[src/rtl/mw_pkg.sv]
package mw_pkg;

    typedef enum logic {
        ST_IDLE = 1'b0,
        ST_RUN  = 1'b1
    } mw_state_e;

    typedef struct packed {
        logic cs;
        logic sk;
        logic di;
    } mw_pins_t;

endpackage

[src/rtl/mw_hold_timer.sv]
module mw_hold_timer #(
    parameter int HOLD_CYCLES = 50
) (
    input  logic clk_i,
    input  logic rst_ni,
    input  logic load_i,
    output logic expire_o
);
    localparam int CNT_W = $clog2(HOLD_CYCLES + 1);
    localparam logic [CNT_W-1:0] RELOAD = CNT_W'(HOLD_CYCLES - 1);

    logic [CNT_W-1:0] cnt_d, cnt_q;

    always_comb begin
        cnt_d = cnt_q;
        if (load_i) begin
            cnt_d = RELOAD;
        end else if (cnt_q != '0) begin
            cnt_d = cnt_q - CNT_W'(1);
        end
    end

    always_ff @(posedge clk_i or negedge rst_ni) begin
        if (!rst_ni) begin
            cnt_q <= '0;
        end else begin
            cnt_q <= cnt_d;
        end
    end

    assign expire_o = (cnt_q == '0);
endmodule

[src/rtl/mw_sync2.sv]
module mw_sync2 (
    input  logic clk_i,
    input  logic rst_ni,
    input  logic d_i,
    output logic q_o
);
    logic [1:0] sync_d, sync_q;

    always_comb begin
        sync_d = {sync_q[0], d_i};
    end

    always_ff @(posedge clk_i or negedge rst_ni) begin
        if (!rst_ni) begin
            sync_q <= '0;
        end else begin
            sync_q <= sync_d;
        end
    end

    assign q_o = sync_q[1];
endmodule

[src/rtl/mw_step_decode.sv]
module mw_step_decode
    import mw_pkg::*;
#(
    parameter int ADDR_W = 8,
    parameter int DATA_W = 16,
    parameter int STEP_W = 6
) (
    input  logic [STEP_W-1:0] step_i,
    input  logic [ADDR_W-1:0] addr_i,
    output mw_pins_t          pins_o,
    output logic              sample_o
);
    // step map: 0..9 preamble/command, address pairs, one settle step,
    // read pairs, four teardown steps
    localparam logic [STEP_W-1:0] S_ADDR   = STEP_W'(10);
    localparam logic [STEP_W-1:0] S_SETTLE = STEP_W'(10 + 2 * ADDR_W);
    localparam logic [STEP_W-1:0] S_READ   = STEP_W'(11 + 2 * ADDR_W);
    localparam logic [STEP_W-1:0] S_TEAR   = STEP_W'(11 + 2 * ADDR_W + 2 * DATA_W);

    logic [STEP_W-1:0] off;
    logic [ADDR_W-1:0] addr_sh;

    always_comb begin
        pins_o   = '0;
        sample_o = 1'b0;
        off      = '0;
        addr_sh  = '0;
        if (step_i < S_ADDR) begin
            case (step_i[3:0])
                4'd1:    pins_o = '{cs: 1'b1, sk: 1'b0, di: 1'b0};
                4'd2:    pins_o = '{cs: 1'b1, sk: 1'b1, di: 1'b0};
                4'd3:    pins_o = '{cs: 1'b1, sk: 1'b0, di: 1'b0};
                4'd4:    pins_o = '{cs: 1'b1, sk: 1'b0, di: 1'b1};
                4'd5:    pins_o = '{cs: 1'b1, sk: 1'b1, di: 1'b1};
                4'd6:    pins_o = '{cs: 1'b1, sk: 1'b0, di: 1'b1};
                4'd7:    pins_o = '{cs: 1'b1, sk: 1'b1, di: 1'b1};
                4'd8:    pins_o = '{cs: 1'b1, sk: 1'b0, di: 1'b0};
                4'd9:    pins_o = '{cs: 1'b1, sk: 1'b1, di: 1'b0};
                default: pins_o = '0;
            endcase
        end else if (step_i < S_SETTLE) begin
            off       = step_i - S_ADDR;
            addr_sh   = addr_i << (off >> 1);
            pins_o.cs = 1'b1;
            pins_o.di = addr_sh[ADDR_W-1];
            pins_o.sk = off[0];
        end else if (step_i == S_SETTLE) begin
            pins_o.cs = 1'b1;
        end else if (step_i < S_TEAR) begin
            off       = step_i - S_READ;
            pins_o.cs = 1'b1;
            pins_o.sk = ~off[0];
            sample_o  = off[0];
        end else begin
            off = step_i - S_TEAR;
            case (off[1:0])
                2'd1:    pins_o.cs = 1'b1;
                2'd3:    pins_o.sk = 1'b1;
                default: pins_o    = '0;
            endcase
        end
    end
endmodule

[src/rtl/mw_word_reader.sv]
module mw_word_reader
    import mw_pkg::*;
#(
    parameter int ADDR_W      = 8,
    parameter int DATA_W      = 16,
    parameter int HOLD_CYCLES = 50
) (
    input  logic              clk_i,
    input  logic              rst_ni,
    input  logic              req_i,
    input  logic [ADDR_W-1:0] addr_i,
    output logic              busy_o,
    output logic              done_o,
    output logic [DATA_W-1:0] data_o,
    output logic              ee_cs_o,
    output logic              ee_sk_o,
    output logic              ee_di_o,
    input  logic              ee_do_i
);
    localparam int N_STEPS = 15 + 2 * ADDR_W + 2 * DATA_W;
    localparam int STEP_W  = $clog2(N_STEPS + 1);
    localparam logic [STEP_W-1:0] LAST_STEP = STEP_W'(N_STEPS - 1);

    typedef struct packed {
        mw_state_e         st;
        logic [STEP_W-1:0] step;
        logic [ADDR_W-1:0] addr;
        mw_pins_t          pins;
        logic [DATA_W-1:0] shift;
        logic [DATA_W-1:0] data;
        logic              done;
    } reader_t;

    reader_t r_d, r_q;

    logic              load;
    logic              expire;
    logic              dq_sync;
    logic              cur_sample;
    mw_pins_t          nxt_pins;
    mw_pins_t          unused_cur_pins;
    logic              unused_nxt_sample;
    logic [STEP_W-1:0] step_nxt;

    assign step_nxt = r_q.step + STEP_W'(1);

    mw_hold_timer #(.HOLD_CYCLES(HOLD_CYCLES)) u_timer (
        .clk_i    (clk_i),
        .rst_ni   (rst_ni),
        .load_i   (load),
        .expire_o (expire)
    );

    mw_sync2 u_sync (
        .clk_i  (clk_i),
        .rst_ni (rst_ni),
        .d_i    (ee_do_i),
        .q_o    (dq_sync)
    );

    mw_step_decode #(.ADDR_W(ADDR_W), .DATA_W(DATA_W), .STEP_W(STEP_W)) u_dec_cur (
        .step_i   (r_q.step),
        .addr_i   (r_q.addr),
        .pins_o   (unused_cur_pins),
        .sample_o (cur_sample)
    );

    mw_step_decode #(.ADDR_W(ADDR_W), .DATA_W(DATA_W), .STEP_W(STEP_W)) u_dec_nxt (
        .step_i   (step_nxt),
        .addr_i   (r_q.addr),
        .pins_o   (nxt_pins),
        .sample_o (unused_nxt_sample)
    );

    always_comb begin
        r_d      = r_q;
        r_d.done = 1'b0;
        load     = 1'b0;
        case (r_q.st)
            ST_IDLE: begin
                if (req_i) begin
                    r_d.st    = ST_RUN;
                    r_d.step  = '0;
                    r_d.addr  = addr_i;
                    r_d.pins  = '0;
                    r_d.shift = '0;
                    load      = 1'b1;
                end
            end
            default: begin
                if (expire) begin
                    if (cur_sample) begin
                        r_d.shift = {r_q.shift[DATA_W-2:0], dq_sync};
                    end
                    if (r_q.step == LAST_STEP) begin
                        r_d.st   = ST_IDLE;
                        r_d.done = 1'b1;
                        r_d.data = r_q.shift;
                        r_d.pins = '0;
                    end else begin
                        r_d.step = step_nxt;
                        r_d.pins = nxt_pins;
                        load     = 1'b1;
                    end
                end
            end
        endcase
    end

    always_ff @(posedge clk_i or negedge rst_ni) begin
        if (!rst_ni) begin
            r_q <= '{st: ST_IDLE, default: '0};
        end else begin
            r_q <= r_d;
        end
    end

    assign busy_o  = (r_q.st == ST_RUN);
    assign done_o  = r_q.done;
    assign data_o  = r_q.data;
    assign ee_cs_o = r_q.pins.cs;
    assign ee_sk_o = r_q.pins.sk;
    assign ee_di_o = r_q.pins.di;
endmodule

[config.mk]
export PLATFORM = sky130hd
export DESIGN_NAME = mw_word_reader
export DESIGN_NICKNAME = d
export VERILOG_FILES = /design/src/rtl/mw_pkg.sv /design/src/rtl/mw_hold_timer.sv /design/src/rtl/mw_sync2.sv /design/src/rtl/mw_step_decode.sv /design/src/rtl/mw_word_reader.sv
export SDC_FILE = /design/constraint.sdc
export NUM_CORES = 1
export LEC_CHECK = 0
export ABC_AREA = 1
export BUFFER_PORTS_ARGS = -buffer_cell sky130_fd_sc_hd__buf_4
export CAP_MARGIN = 20
export CORE_MARGIN = 3
export CORE_UTILIZATION = 30
export CTS_CLUSTER_SIZE = 8
export DETAILED_ROUTE_END_ITERATION = 10
export PLACE_DENSITY = 0.45
export RECOVER_POWER = 50
export SYNTH_ARGS = -nofsm -noshare
export SYNTH_HDL_FRONTEND = slang
export SYNTH_SLANG_ARGS = --single-unit
[constraint.sdc]
create_clock -name clk_i -period 2.6 [get_ports clk_i]
set_input_delay 0.52 -clock clk_i [delete_from_list [all_inputs] [get_ports clk_i]]
set_output_delay 0.52 -clock clk_i [all_outputs]
set_load 0.02 [all_outputs]
==> summary.txt <==
Status
  – Status: finished, final reports clean

Power
  – Clock Power Share: 21.3%
  – Switching pwr: 1.62 mW
  – Sw frac: 41.9%
  – LEAKAGE: 1.66 nW
  – Register share of total power: 36.2%
  – Pwr Density: 1160 nW/um^2
  – Peak supply drop: 0.414 mV
  – P_int: 2.24 mW
  – Gate power share: 42.5%

Timing
  – Count of final setup violators: 0
  – Slew @ Worst Pin: 1.48 ns
  – Period utilisation layout: 86.9%
  – Max_slew headroom: 1.20%
  – Max Fclk: 442 MHz
  – Setup TNS: 0 ns
  – Slack of the critical path: 0.340 ns
  – Final Max Slew Viols: 0
  – Fin Clk Skew: 0.00856 ns
  – Unrepaired setup endpoints after global routing: no
  – Fin. Hold Viols: 0
  – Min Clock Period, post-route: 2.26 ns

Final layout
  – Layout cell share with drive strength beyond 1: 18.3%
  – Nets: 372
  – N_diodes: 0
  – Layout area overhead: 13.9%

Routing
  – Routed Antenna Nets: 0
  – WL/cell: 12.2 um
  – Vias: 2107
  – Detailed-route DRC error count: 0
  – Router iterations before antenna repair: 4
  – Vias per inst: 4.34
  – Initial detailed-routing violation count: 81
  – Final WL: 5900 um

Critical path
  – Worst path buffer plus inverter count: 3
  – WP data required: 2.87 ns
  – Crit-path leading delay family: adder cells
  – Crit path top cell by count: inv_1
  – Worst setup path class: flip-flop to flip-flop
  – CP Capture Type: flip-flop
  – Crit path largest cell delay: 0.47 ns
  – Slowest-stage cell, CP: dfrtp_2
  – Arr. time, crit path: 2.53 ns
  – Crit-path cells: inv_1 -> ha_2 -> inv_1 -> ha_1 -> inv_1 -> o21ai_0 -> o22ai_1 -> nand3b_1 -> a21oi_1 -> nand2_1 -> nand2_1
  – Startpoint types: flip-flop
  – CP max FO: 9

Synthesis
  – Mapped cell area: 2930 um^2
  – Area contributors post-synth: dfrtp_1 50%, nand2_1 10%, inv_1 5.8%
  – Area leader, netlist: dfrtp_1
  – Syn_area_per_cell: 8.90 um^2
  – Share of the synthesized area in the top cell type: 50.4%
  – Syn Nets: 350
  – Post-synth EDFFs: 0
  – Post-synth ARST share: 100%
  – Yosys cell types: 36
  – Synth Instances: 329
  – Prevailing post-synth register cell: dfrtp_1
  – Ys Warns: 0
  – Post-synthesis sequential area ratio: 50.4%
  – #FFs+latches synth: 59

Global routing
  – GRT met2 Usage: 18.3%
  – Largest net degree at the start of global routing: 60
  – Initial antenna violation count: 0
  – GRT met1 Usage: 15.2%
  – First-pass GRT wire length: 10400 um
  – Top Usage Layer GRT: met2
  – Met3 usage in global routing: 4.51%
  – Total Routing Usage GR: 11.8%
  – Vias in the first global route: 2149
  – Global route overflow: 0

Clock network
  – Worst-path clk slew: 0.07 ns
  – CTS Buffer Depth: 2
  – Clk_lat worst skew: 0.34 ns
  – # hold bufs at CTS: 0
  – CTS H-tree depth: 3
  – TritonCTS Sinks: 59
  – CTS buffer count: 9
  – CTS tree: built
  – CTS Root Cell: clkbuf_8

Die
  – Site Rows: 35
  – Top-Level Pins: 33
  – Die width: 105 um
  – Initial core utilization: 31.2%
  – Core Box Area: 9370 um^2
  – Die area: 11000 um^2
  – DIE HEIGHT: 105 um

Placement
  – Pre-CTS setup slack: 0.251 ns
  – GP Congestion: 0.771
  – DP HPWL: 4090 um
  – IO buf count: 32

Worst hold path
  – Worst Hold Class: input port to flip-flop

Job
  – Max cap viols: 0
==> cell usage after synthesis, drive strengths merged, types with 2 or more instances <==
cell type	n
buf	21
inv	49
nor2	22
ha	9
nand2	86
clkinv	2
nand3	10
nor3	2
o22ai	21
nand4	5
dfrtp	59
a21oi	4
o21ai	32
==> cell type report <==
type | instances | area, um^2
fillers | 1023 | 6040
flip-flops and latches | 59 | 1480
multi-input cells | 197 | 1090
repair buffers | 33 | 215
inverters | 51 | 196
well taps | 129 | 161
clock buffers | 9 | 124
clock inverters | 7 | 68.8
==> registers in the layout (all words and copies together) (netlist names) <==
signal	count
r_q	30
data_o	16
u_timer.cnt_q	6
u_sync.sync_q	2
busy_o	1
done_o	1
ee_cs_o	1
ee_di_o	1
ee_sk_o	1
==> layer usage <==
layer	vias to the layer above	wire length (um)
met5	-	0
met4	0	77
met3	9	292
met2	41	2620
met1	971	2910
li1	1086	-
==> power by group through the flow <==
stage,clock network (mW),logic (mW),registers [mW]
final,0.822,1.64,1.40
after CTS,0.859,1.66,1.40
after floorplan,0,1.29,1.40
after detailed placement,0,1.65,1.41
after global placement,0,1.65,1.41
after global routing,0.905,1.91,1.44
==> kinds of logic after synthesis <==
kind of cell               Yosys count  synth area share, %
adders and majority gates            9                 3.85
AOI/OAI and AO/OA                   60                 12.6
and+or+nand+nor                    126                 20.2
xor gates and xnor gates             2                0.599
buffers and inverters               73                 12.4
DFF                                 59                 50.4
==> cells in the final DEF, fill, tap and decap left out, types with 2 or more instances in the layout <==
cell type	n
a21oi_1	4
buf_4	23
clkbuf_1	8
clkbuf_8	9
clkinv_2	3
clkinv_4	2
clkinvlp_4	2
dfrtp_1	58
ha_1	8
inv_1	45
inv_2	4
nand2_1	81
nand2_2	2
nand2_4	3
nand3_1	9
nand4_1	3
nor2_1	17
nor2_4	4
nor3_1	2
o21ai_0	25
o21ai_1	5
o21ai_4	2
o22ai_1	19
o22ai_2	2
==> through the flow <==
| stage | cells | hold WS (ns) | total power, mW | utilization (%) | area, um^2 |
|---|---|---|---|---|---|
| 6_report | 485 | 0.310 | 3.85 | 35.6 | 3330 |
| 2_1_floorplan | 329 | 0.224 | 2.69 | - | 2930 |
| 5_1_grt | 485 | 0.279 | 4.25 | 35.6 | 3330 |
| 4_1_cts | 485 | 0.267 | 3.92 | 35.9 | 3360 |
| 3_3_place_gp | 469 | 0.336 | 3.07 | 33.8 | 3170 |
| 3_5_place_dp | 469 | 0.341 | 3.06 | 33.8 | 3170 |
==> repair_timing <==
| action | CTS | global route |
|---|---|---|
| setup endpoints to repair | 0 | 1 |
| endpoints found under the hold margin | 0 | 0 |
| buffers inserted | 0 | 0 |
| gates resized for setup | 0 | 2 |
==> path summary, 6_finish.rpt <==
| kind | slack, ns | start | to | cells past startpoint |
|---|---|---|---|---|
| min in group asynchronous | 0.54 | rst_ni | u_timer.cnt_q[1] | 1 |
| hold reg to reg | 0.36 | u_sync.sync_q[0] | u_sync.sync_q[1] | 0 |
| hold / removal | 0.31 | ee_do_i | u_sync.sync_q[0] | 1 |
| setup reg to reg | 0.34 | r_q[44] | ee_di_o | 11 |
| max in group asynchronous | 1.10 | rst_ni | r_q[44] | 1 |
| setup / recovery | 0.34 | r_q[44] | ee_di_o | 11 |
No activity file was read; power rests on OpenSTA's default activity.
